--- config.mk ---
export PLATFORM = sky130hd
export DESIGN_NAME = reload_down_timer
export DESIGN_NICKNAME = d
export VERILOG_FILES = /design/src/rtl/rdt_pkg.sv /design/src/rtl/rdt_tick_mux.sv /design/src/rtl/rdt_counter.sv /design/src/rtl/rdt_cfg_regs.sv /design/src/rtl/rdt_irq_toggle.sv /design/src/rtl/reload_down_timer.sv
export SDC_FILE = /design/constraint.sdc
export NUM_CORES = 1
export LEC_CHECK = 0
export ABC_CLOCK_PERIOD_IN_PS = 2800
export CAP_MARGIN = 20
export CORE_UTILIZATION = 45
export DETAILED_ROUTE_END_ITERATION = 12
export GPL_TIMING_DRIVEN = 0
export PLACE_DENSITY = 0.84
export SKIP_LAST_GASP = 1
export SYNTH_ARGS = -nofsm -noshare
export SYNTH_HDL_FRONTEND = slang
export SYNTH_HIERARCHICAL = 1
export SYNTH_SLANG_ARGS = --single-unit
--- constraint.sdc ---
create_clock -name clk_i -period 2.8 [get_ports clk_i]
set_clock_uncertainty 0.1 [all_clocks]
set_input_delay 0.42 -clock clk_i [delete_from_list [all_inputs] [get_ports clk_i]]
set_output_delay 0.42 -clock clk_i [all_outputs]
set_load 0.005 [all_outputs]
--- src/rtl/rdt_pkg.sv ---
`timescale 1ns/1ps
package rdt_pkg;
  typedef enum logic {SRC_FAST = 1'b0, SRC_SLOW = 1'b1} tick_src_e;

  localparam int unsigned PULSE_MIN_IDX = 4;
  localparam int unsigned N_MATCH       = 2;

  // interrupt on expiry when overflow irq enabled or any match register is zero
  function automatic logic irq_armed(input logic ovf_en, input logic any_zero);
    return ovf_en | any_zero;
  endfunction

  function automatic logic pulse_capable(input int unsigned idx);
    return idx >= PULSE_MIN_IDX;
  endfunction
endpackage

--- src/rtl/rdt_tick_mux.sv ---
`timescale 1ns/1ps
module rdt_tick_mux
  import rdt_pkg::*;
(
  input  logic      slow_tick_i,
  input  logic      fast_tick_i,
  input  tick_src_e src_i,
  output logic      tick_o
);
  always_comb begin
    unique case (src_i)
      SRC_SLOW: tick_o = slow_tick_i;
      default:  tick_o = fast_tick_i;
    endcase
  end
endmodule

--- src/rtl/rdt_counter.sv ---
`timescale 1ns/1ps
module rdt_counter #(
  parameter int unsigned W = 32
) (
  input  logic         clk_i,
  input  logic         rst_ni,
  input  logic         en_i,
  input  logic         tick_i,
  input  logic         wr_i,
  input  logic [W-1:0] wr_data_i,
  input  logic [W-1:0] reload_i,
  output logic [W-1:0] count_o,
  output logic         expire_o
);
  localparam logic [W-1:0] ZERO = '0;

  logic [W-1:0] count_q;
  logic         en_q;
  logic         off_edge;
  logic         load_wr;
  logic         step;

  function automatic logic [W-1:0] next_on_tick(input logic [W-1:0] cur,
                                                input logic [W-1:0] rld);
    return (cur == ZERO) ? rld : cur - 1'b1;
  endfunction

  assign off_edge = en_q & ~en_i;
  assign load_wr  = en_i & wr_i;
  assign step     = en_i & tick_i & ~wr_i;
  assign expire_o = step & (count_q == ZERO);
  assign count_o  = count_q;

  always_ff @(posedge clk_i or negedge rst_ni) begin
    if (!rst_ni) begin
      en_q    <= 1'b0;
      count_q <= ZERO;
    end else begin
      en_q <= en_i;
      if (off_edge)     count_q <= reload_i;
      else if (load_wr) count_q <= wr_data_i;
      else if (step)    count_q <= next_on_tick(count_q, reload_i);
    end
  end

  assert_decrement_R2: assert property (@(posedge clk_i) disable iff (!rst_ni)
    (en_i && tick_i && !wr_i && count_o != ZERO) |=> count_o == $past(count_o) - 1'b1);

  assert_wrap_reload_R3: assert property (@(posedge clk_i) disable iff (!rst_ni)
    expire_o |=> count_o == $past(reload_i));

  assert_write_wins_R5: assert property (@(posedge clk_i) disable iff (!rst_ni)
    (en_i && wr_i) |=> count_o == $past(wr_data_i));

  assert_disable_load_R7: assert property (@(posedge clk_i) disable iff (!rst_ni)
    (en_q && !en_i) |=> count_o == $past(reload_i));

  assert_hold_off_R10: assert property (@(posedge clk_i) disable iff (!rst_ni)
    (!en_q && !en_i) |=> $stable(count_o));
endmodule

--- src/rtl/rdt_cfg_regs.sv ---
`timescale 1ns/1ps
module rdt_cfg_regs #(
  parameter int unsigned W  = 32,
  parameter int unsigned NM = 2
) (
  input  logic                 clk_i,
  input  logic                 rst_ni,
  input  logic                 wr_reload_i,
  input  logic [NM-1:0]        wr_match_i,
  input  logic [W-1:0]         wr_data_i,
  output logic [W-1:0]         reload_o,
  output logic [NM-1:0][W-1:0] match_o,
  output logic                 any_zero_o
);
  localparam logic [W-1:0] ZERO = '0;

  logic [W-1:0]  reload_q;
  logic [NM-1:0] is_zero;
  logic          data_zero;

  assign data_zero = (wr_data_i == ZERO);

  always_ff @(posedge clk_i or negedge rst_ni) begin
    if (!rst_ni)          reload_q <= ZERO;
    else if (wr_reload_i) reload_q <= wr_data_i;
  end
  assign reload_o = reload_q;

  for (genvar g = 0; g < NM; g++) begin : g_match
    logic [W-1:0] match_q;
    always_ff @(posedge clk_i or negedge rst_ni) begin
      if (!rst_ni)                        match_q <= ZERO;
      else if (wr_match_i[g] && data_zero) match_q <= ZERO;
    end
    assign match_o[g] = match_q;
    assign is_zero[g] = (match_q == ZERO);

    assert_match_reject_R8: assert property (@(posedge clk_i) disable iff (!rst_ni)
      (wr_match_i[g] && wr_data_i != ZERO) |=> $stable(match_o[g]));
  end

  assign any_zero_o = |is_zero;

  assert_reload_store_R6: assert property (@(posedge clk_i) disable iff (!rst_ni)
    wr_reload_i |=> reload_o == $past(wr_data_i));
endmodule

--- src/rtl/rdt_irq_toggle.sv ---
`timescale 1ns/1ps
module rdt_irq_toggle (
  input  logic clk_i,
  input  logic rst_ni,
  input  logic expire_i,
  input  logic armed_i,
  output logic irq_o
);
  logic fire;
  logic irq_q;

  assign fire = expire_i & armed_i;

  always_ff @(posedge clk_i or negedge rst_ni) begin
    if (!rst_ni)   irq_q <= 1'b0;
    else if (fire) irq_q <= ~irq_q;
  end
  assign irq_o = irq_q;

  assert_irq_flip_R4: assert property (@(posedge clk_i) disable iff (!rst_ni)
    (expire_i && armed_i) |=> irq_o != $past(irq_o));

  assert_irq_hold_R4: assert property (@(posedge clk_i) disable iff (!rst_ni)
    !(expire_i && armed_i) |=> $stable(irq_o));
endmodule

--- src/rtl/reload_down_timer.sv ---
`timescale 1ns/1ps
module reload_down_timer
  import rdt_pkg::*;
#(
  parameter int unsigned CNT_W    = 32,
  parameter int unsigned CHAN_IDX = 0
) (
  input  logic             clk_i,
  input  logic             rst_ni,
  input  logic             slow_tick_i,
  input  logic             fast_tick_i,
  input  logic             ctl_en_i,
  input  logic             ctl_slow_i,
  input  logic             ctl_ovf_irq_i,
  input  logic             ctl_pulse_i,
  input  logic             wr_count_i,
  input  logic             wr_reload_i,
  input  logic             wr_match0_i,
  input  logic             wr_match1_i,
  input  logic [CNT_W-1:0] wr_data_i,
  output logic [CNT_W-1:0] count_o,
  output logic [CNT_W-1:0] reload_o,
  output logic [CNT_W-1:0] match0_o,
  output logic [CNT_W-1:0] match1_o,
  output logic             irq_o,
  output logic             pulse_mode_o,
  output logic             pulse_err_o
);
  localparam logic CAN_PULSE = pulse_capable(CHAN_IDX);

  tick_src_e                        src;
  logic                             tick;
  logic                             expire;
  logic                             any_zero;
  logic                             armed;
  logic [N_MATCH-1:0]               wr_match;
  logic [N_MATCH-1:0][CNT_W-1:0]    match;
  logic [CNT_W-1:0]                 reload;

  assign src      = ctl_slow_i ? SRC_SLOW : SRC_FAST;
  assign wr_match = {wr_match1_i, wr_match0_i};

  rdt_tick_mux u_mux (
    .slow_tick_i (slow_tick_i),
    .fast_tick_i (fast_tick_i),
    .src_i       (src),
    .tick_o      (tick)
  );

  rdt_cfg_regs #(.W(CNT_W), .NM(N_MATCH)) u_regs (
    .clk_i       (clk_i),
    .rst_ni      (rst_ni),
    .wr_reload_i (wr_reload_i),
    .wr_match_i  (wr_match),
    .wr_data_i   (wr_data_i),
    .reload_o    (reload),
    .match_o     (match),
    .any_zero_o  (any_zero)
  );

  rdt_counter #(.W(CNT_W)) u_cnt (
    .clk_i     (clk_i),
    .rst_ni    (rst_ni),
    .en_i      (ctl_en_i),
    .tick_i    (tick),
    .wr_i      (wr_count_i),
    .wr_data_i (wr_data_i),
    .reload_i  (reload),
    .count_o   (count_o),
    .expire_o  (expire)
  );

  assign armed = irq_armed(ctl_ovf_irq_i, any_zero);

  rdt_irq_toggle u_irq (
    .clk_i    (clk_i),
    .rst_ni   (rst_ni),
    .expire_i (expire),
    .armed_i  (armed),
    .irq_o    (irq_o)
  );

  assign reload_o = reload;
  assign match0_o = match[0];
  assign match1_o = match[1];

  if (CAN_PULSE) begin : g_pulse
    logic pulse_q;
    always_ff @(posedge clk_i or negedge rst_ni) begin
      if (!rst_ni) pulse_q <= 1'b0;
      else         pulse_q <= ctl_pulse_i;
    end
    assign pulse_mode_o = pulse_q;
    assign pulse_err_o  = 1'b0;
  end else begin : g_no_pulse
    assign pulse_mode_o = 1'b0;
    assign pulse_err_o  = ctl_pulse_i;
  end

  assert_pulse_excl_R9: assert property (@(posedge clk_i) disable iff (!rst_ni)
    pulse_err_o |-> !pulse_mode_o);

  assert_idle_no_irq_R4: assert property (@(posedge clk_i) disable iff (!rst_ni)
    !ctl_en_i |=> $stable(irq_o));
endmodule

==> flow_summary_export.csv, run 1 <==
group,metric,value,unit
placement,dp_hpwl,10.1,mm
critical_path,slowest_delay,0.65,ns
detailed_routing,ant_nets,0,
critical_path,rrSetupSlack,0.06,ns
detailed_routing,wl_per_cell,17.7,um
sta,hold_viol,0,
clocking,numClockSinks,66,
clocking,tritoncts,"yes",
detailed_routing,drc,0,
synthesis,synth_seq_cells,66,
pwr,leakage,2.85,nW
sta,fmax,365,MHz
layout,fin_cells,787,
job,max_cap_viol_count,0,
synthesis,yosysWarnings,6,
layout,nFillCells,839,
clocking,ctsHoldBuffers,0,
layout,layout_commonest_cell,"clkdlybuf4s50_1",
clocking,clk_path_buf_depth,2,
synthesis,post_synth_inst_count,471,
synthesis,avgSynthCellArea,9.92,um^2
synthesis,ys.flop_type,"dfrtp_1",
synthesis,synth_edf_count,0,
critical_path,worstPathCellList,"nor2_1 > nand2_1 > o41a_1 > a2111oi_0 > o21ai_1",
synthesis,syn_area,4670,um^2
critical_path,critPathSlowestCell,"nor2_1",
layout,finalInstanceArea,6330,um^2
synthesis,yosysSeqAreaShare,0.354,
layout,fin_util,0.639,
sta,rsz0062_at_grt,"false",
sta,period_minus_slack,2.74,ns
synthesis,synth.distinct_cells,62,
sta,period_share,0.979,
placement,place.gp.congestion,0.900,
outcome,outcome,"completed",
detailed_routing,vias,4327,
layout,final_nets,697,
detailed_routing,dr.pass1.iters,6,
global_routing,grt_max_degree,67,
placement,dp_slack,-0.0564,ns
sta,max_slew_margin,0.440,
sta,worstMarginPinSlew,0.841,ns
placement,portBuffers,104,
clocking,insertion_delay,0.35,ns
clocking,cts-htree-levels,3,
sta,layout_setup_ws,0.0600,ns
floorplanning,die_w,104,um
critical_path,r2r_end,"u_cnt/count_o[25]",
synthesis,synthAdderAreaFrac,0.00536,
synthesis,synth-compound-area-share,0.176,
layout,synthToLayoutAreaGrowth,35.6,%
min_path,min_path_type,"input pin to async pin",
floorplanning,initial_core_util,0.471,
synthesis,synth_top_family_by_area,"compound AO/OA/AOI/OAI gates",
layout,drive_above_1_share,0.216,
clocking,cts-root-buf,"clkbuf_8",
critical_path,critPathMaxFanout,10,
detailed_routing,first_iter_violations,300,
critical_path,startpoint_type,"flip-flop",
critical_path,required,2.91,ns
critical_path,worstSetupPathType,"flip-flop to flip-flop",
layout,final_cell_mix,"103 x clkdlybuf4s50_1, 70 x buf_4, 66 x conb_1, 66 x dfrtp_1, 31 x mux2_4",
detailed_routing,vias_per_cell,5.50,
layout,n_antenna_cell,0,
critical_path,rr_worst_depth,5,
critical_path,end_kind,"flip-flop",
global_routing,antenna_found_initial,0,
placement,placed_cells,771,
sta,slew_viol_final,0,
floorplanning,core_region_area,9910,um^2
clocking,clkSlewWorstSetupHoldPaths,0.07,ns
global_routing,grt_pass1_wl,22.1,mm
sta,setup_viol,0,
synthesis,yosys.area_share.simple,0.150,
synthesis,synth_xor_area_frac,0.0319,
critical_path,cp-startpoint,"u_cnt/count_o[4]",
floorplanning,row_count,36,
floorplanning,die_h,104,um
synthesis,synth.area.mux_share,0.132,
critical_path,rr_startpoint,"u_cnt/count_o[4]",
floorplanning,die-area,10800,um^2
layout,regArea,1650,um^2
pwr,power,3.22,mW
pwr,ir_drop,286,uV
global_routing,overflow,0,
floorplanning,io_pins,175,
global_routing,grt_pass1_vias,4230,
placement,placed_area,6110,um^2
detailed_routing,routed_wl,13.9,mm
global_routing,grtUsageTotal,0.256,
layout,multiInputGateArea,2580,um^2
pwr,power_per_cell_area,508,nW/um^2
critical_path,arrival,2.85,ns
clocking,cts_made_buffers,9,
synthesis,synthArstFlopShare,1.00,
-- metal layers --
metal / part of all wire / wire (um) / up-vias / track usage
met3: 0.074 / 1040 / 24 / 0.0470
met2: 0.49 / 6770 / 238 / 0.429
met4: 0.018 / 255 / 0 / 0.0898
li1: - / - / 1976 / -
met5: 0 / 0 / - / 0
met1: 0.42 / 5860 / 2089 / 0.331
-- flip-flops by register name (all words and copies together), names as in the netlist --
register and count:
u_cnt/count_o 32, u_irq/irq_o 1, u_cnt/en_q 1, u_regs/reload_o 32
-- synthesized netlist by cell type (3+ instances only) --
| library cell | instances | area, um^2 |
|---|---|---|
| a21oi_1 | 6 | 30.0 |
| a22o_1 | 19 | 166 |
| a22oi_1 | 3 | 22.5 |
| a31oi_1 | 24 | 150 |
| and3_1 | 7 | 43.8 |
| buf_12 | 3 | 60.1 |
| buf_2 | 6 | 30.0 |
| buf_4 | 67 | 503 |
| clkbuf_1 | 17 | 63.8 |
| conb_1 | 3 | 11.3 |
| dfrtp_1 | 66 | 1650 |
| inv_1 | 4 | 15.0 |
| mux2_4 | 31 | 465 |
| mux2i_1 | 13 | 130 |
| nand2_1 | 21 | 78.8 |
| nand2b_1 | 4 | 25.0 |
| nand3_1 | 5 | 25.0 |
| nor2_1 | 17 | 63.8 |
| nor3_1 | 24 | 120 |
| nor3_2 | 4 | 40.0 |
| nor4_1 | 7 | 43.8 |
| o21a_1 | 5 | 37.5 |
| o21ai_0 | 27 | 135 |
| o21ai_1 | 7 | 35.0 |
| o31ai_1 | 9 | 67.6 |
| o41a_1 | 4 | 45.0 |
| or3_1 | 4 | 25.0 |
| or4_1 | 3 | 22.5 |
| xnor2_1 | 15 | 131 |
-- logic make-up (layout without fill, tap and decap cells) --
logic type / Yosys count / after routing
AOI/OAI and AO/OA: 120 / 120
xor gates and xnor gates: 17 / 17
adders and majority gates: 2 / 2
buffers and inverters: 99 / 219
DFF: 66 / 66
muxes: 46 / 46
other: 3 / 66
and+or+nand+nor: 118 / 118
-- final cells by class --
type / instances / share of cell area
plain buffers: 95 / 0.107
clock buffers: 11 / 0.0239
clock inverters: 3 / 0.00632
inverters: 4 / 0.00237
multi-input cells: 369 / 0.407
flip-flops and latches: 66 / 0.261
well taps: 133 / 0.0263
repair buffers: 106 / 0.166
-- worst max-delay path: cells and delay by family (launching register included) --
kind | cells | cell delay (ns)
AND/OR/NAND/NOR | 2 | 0.90
AO/OA/AOI/OAI | 3 | 1.15
flip-flops | 1 | 0.46
-- power breakdown --
| group | switching (mW) | internal [mW] | total (mW) |
|---|---|---|---|
| Clock | 0.366 | 0.447 | 0.813 |
| Combinational | 0.442 | 0.637 | 1.08 |
| Sequential | 0.234 | 1.09 | 1.33 |
| Total | 1.04 | 2.17 | 3.22 |
-- per-stage QoR --
stage / TNS (ns) / hold WS, ns
floorplan: 0 / 0.0244
global placement: -68.44 / 0.366
detailed placement: -0.206 / 0.363
CTS: 0 / 0.110
global route: 0 / 0.158
finish: 0 / 0.0757
-- timing repair --
item                       in CTS  in global routing
setup buffers                   0                  2
setup endpoints to repair       1                  2
gates resized for setup         1                  1
-- worst max-delay path by stage --
stage / cells past startpoint / slack (ns) / end
5_1_grt: 7 / 0.001 / u_irq/irq_o
4_1_cts: 5 / 0.08 / u_cnt/count_o[25]
3_5_place_dp: 6 / -0.06 / u_cnt/count_o[30]
2_1_floorplan: 7 / 0.48 / u_cnt/count_o[30]
6_report: 5 / 0.06 / u_cnt/count_o[25]
3_3_place_gp: 1 / -1.04 / u_regs/reload_o[8]
Power figures use the tool's default switching activity.
==> inputs of run 2 (changes only) <==
Settings changed: CELL_PAD_IN_SITES_DETAIL_PLACEMENT set to 0, CELL_PAD_IN_SITES_GLOBAL_PLACEMENT set to 1, CORE_UTILIZATION 45 to 34, PLACE_DENSITY 0.84 to 0.85, TNS_END_PERCENT set to 10.
==> flow_summary_export.csv, run 2 (synthesized netlist as in run 1, its figures left out) <==
group,metric,value,unit
outcome,outcome,"completed",
clocking,clkSlewWorstSetupHoldPaths,0.05,ns
placement,place.gp.congestion,0.887,
detailed_routing,dr.pass1.iters,5,
detailed_routing,met3WireLength,1.10,mm
detailed_routing,drc,0,
detailed_routing,vias,4270,
clocking,tritoncts,"yes",
detailed_routing,routed.top_layer,"met4",
layout,synthToLayoutAreaGrowth,38.6,%
sta,worstMarginPinSlew,0.880,ns
critical_path,required,2.92,ns
detailed_routing,m1WireLength,6.26,mm
clocking,ctsHoldBuffers,0,
floorplanning,die-area,14200,um^2
layout,final_cell_mix,"103 x clkdlybuf4s50_1, 68 x buf_4, 66 x conb_1, 66 x dfrtp_1, 31 x mux2_4",
sta,fmax,369,MHz
layout,layout_commonest_cell,"clkdlybuf4s50_1",
clocking,cts_made_buffers,9,
sta,slew_viol_final,0,
sta,hold_viol,0,
global_routing,grt_pass1_vias,4115,
pwr,power_per_cell_area,545,nW/um^2
placement,placed_cells,814,
global_routing,grtUsageTotal,0.204,
pwr,leakage,2.88,nW
critical_path,critPathMaxFanout,10,
global_routing,grt_pass1_wl,22.4,mm
critical_path,arrival,2.83,ns
clocking,numClockSinks,66,
detailed_routing,ant_nets,0,
detailed_routing,first_iter_violations,279,
floorplanning,initial_core_util,0.350,
floorplanning,die_w,119,um
sta,rsz0062_at_grt,"true",
sta,setup_viol,0,
layout,fin_cells,830,
sta,period_minus_slack,2.71,ns
global_routing,overflow,0,
clocking,insertion_delay,0.34,ns
layout,drive_above_1_share,0.214,
layout,final_nets,695,
detailed_routing,route.met2.wl,6.77,mm
placement,dp_hpwl,10.4,mm
clocking,clk_path_buf_depth,2,
placement,portBuffers,104,
sta,period_share,0.967,
global_routing,grt_max_degree,67,
pwr,ir_drop,245,uV
critical_path,worstSetupPathType,"flip-flop to flip-flop",
detailed_routing,vias_per_cell,5.14,
floorplanning,row_count,42,
job,max_cap_viol_count,0,
floorplanning,die_h,119,um
floorplanning,core_region_area,13300,um^2
layout,n_antenna_cell,0,
pwr,power,3.53,mW
min_path,min_path_type,"input pin to async pin",
critical_path,end_kind,"flip-flop",
detailed_routing,wl_per_cell,17.2,um
sta,max_slew_margin,0.413,
clocking,cts-root-buf,"clkbuf_16",
clocking,cts-htree-levels,3,
critical_path,startpoint_type,"flip-flop",
sta,setup_tns,0,ns
detailed_routing,routed_wl,14.3,mm
global_routing,antenna_found_initial,0,
floorplanning,io_pins,175,
==> run 2: changes by cell type in the layout (fill, tap and decap cells not counted) <==
cell	change
clkbuf_16	+9
clkinv_2	-1
nor4_4	-1
bufinv_16	-1
clkbuf_8	-6
clkbuf_1	+1
nor4_2	+1
buf_4	-2
==> run 2: timing repair <==
action	4_1_cts	5_1_grt
setup buffers	0	0
resized for setup	0	1
endpoints found under the setup margin	0	5
==> run 2: routing by layer <==
layer,vias up,global-route usage
met4,0,0.0752
met2,208,0.331
met1,2074,0.270
met5,-,0
li1,1973,-
met3,15,0.0393
==> run 2: final timing paths <==
| check | start | end | slack, ns | cells after the start |
|---|---|---|---|---|
| worst max-delay path | u_cnt/count_o[12] | u_irq/irq_o | 0.09 | 7 |
| worst min-delay path | rst_ni | u_regs/reload_o[22] | 0.07 | 1 |
| worst max register to register | u_cnt/count_o[12] | u_irq/irq_o | 0.09 | 7 |
| worst min register to register | u_irq/irq_o | u_irq/irq_o | 0.38 | 1 |
| max in group asynchronous | rst_ni | u_cnt/count_o[30] | 1.92 | 1 |
| min in group clk_i | wr_reload_i | u_regs/reload_o[29] | 0.29 | 2 |
==> run 2: cell type report <==
| class | count | area, um^2 |
|---|---|---|
| inverter | 4 | 15.0 |
| multi-input combinational | 369 | 2570 |
| clock inverter | 1 | 5.00 |
| fill | 1289 | 6870 |
| clock buffer | 15 | 298 |
| tap | 176 | 220 |
| timing repair buffer | 104 | 1040 |
| buffer | 95 | 679 |
| sequential | 66 | 1650 |
==> run 2: through the flow <==
| stage | utilization | cell area [um^2] | hold slack (ns) | setup slack, ns |
|---|---|---|---|---|
| 5_1_grt | 0.485 | 6480 | 0.163 | -0.0568 |
| 3_5_place_dp | 0.462 | 6170 | 0.377 | -0.126 |
| 2_1_floorplan | - | 4910 | 0.0244 | 0.483 |
| 3_3_place_gp | 0.462 | 6170 | 0.367 | -1.14 |
| 6_report | 0.485 | 6480 | 0.0706 | 0.0913 |
| 4_1_cts | 0.485 | 6470 | 0.134 | 0.0315 |
==> run 2: power breakdown <==
group	total, mW	internal [mW]	switching (mW)
logic	1.07	0.630	0.437
clock network	1.14	0.719	0.416
registers	1.33	1.09	0.234
==> run 2: critical path, cell delays in order, from the launching register on <==
cell and delay (ns):
dfrtp_1 0.47, nor4_1 0.66, and4_1 0.44, nand3_2 0.19
clkbuf_1 0.34, nor2_1 0.20, nand2_1 0.08, xnor2_1 0.12
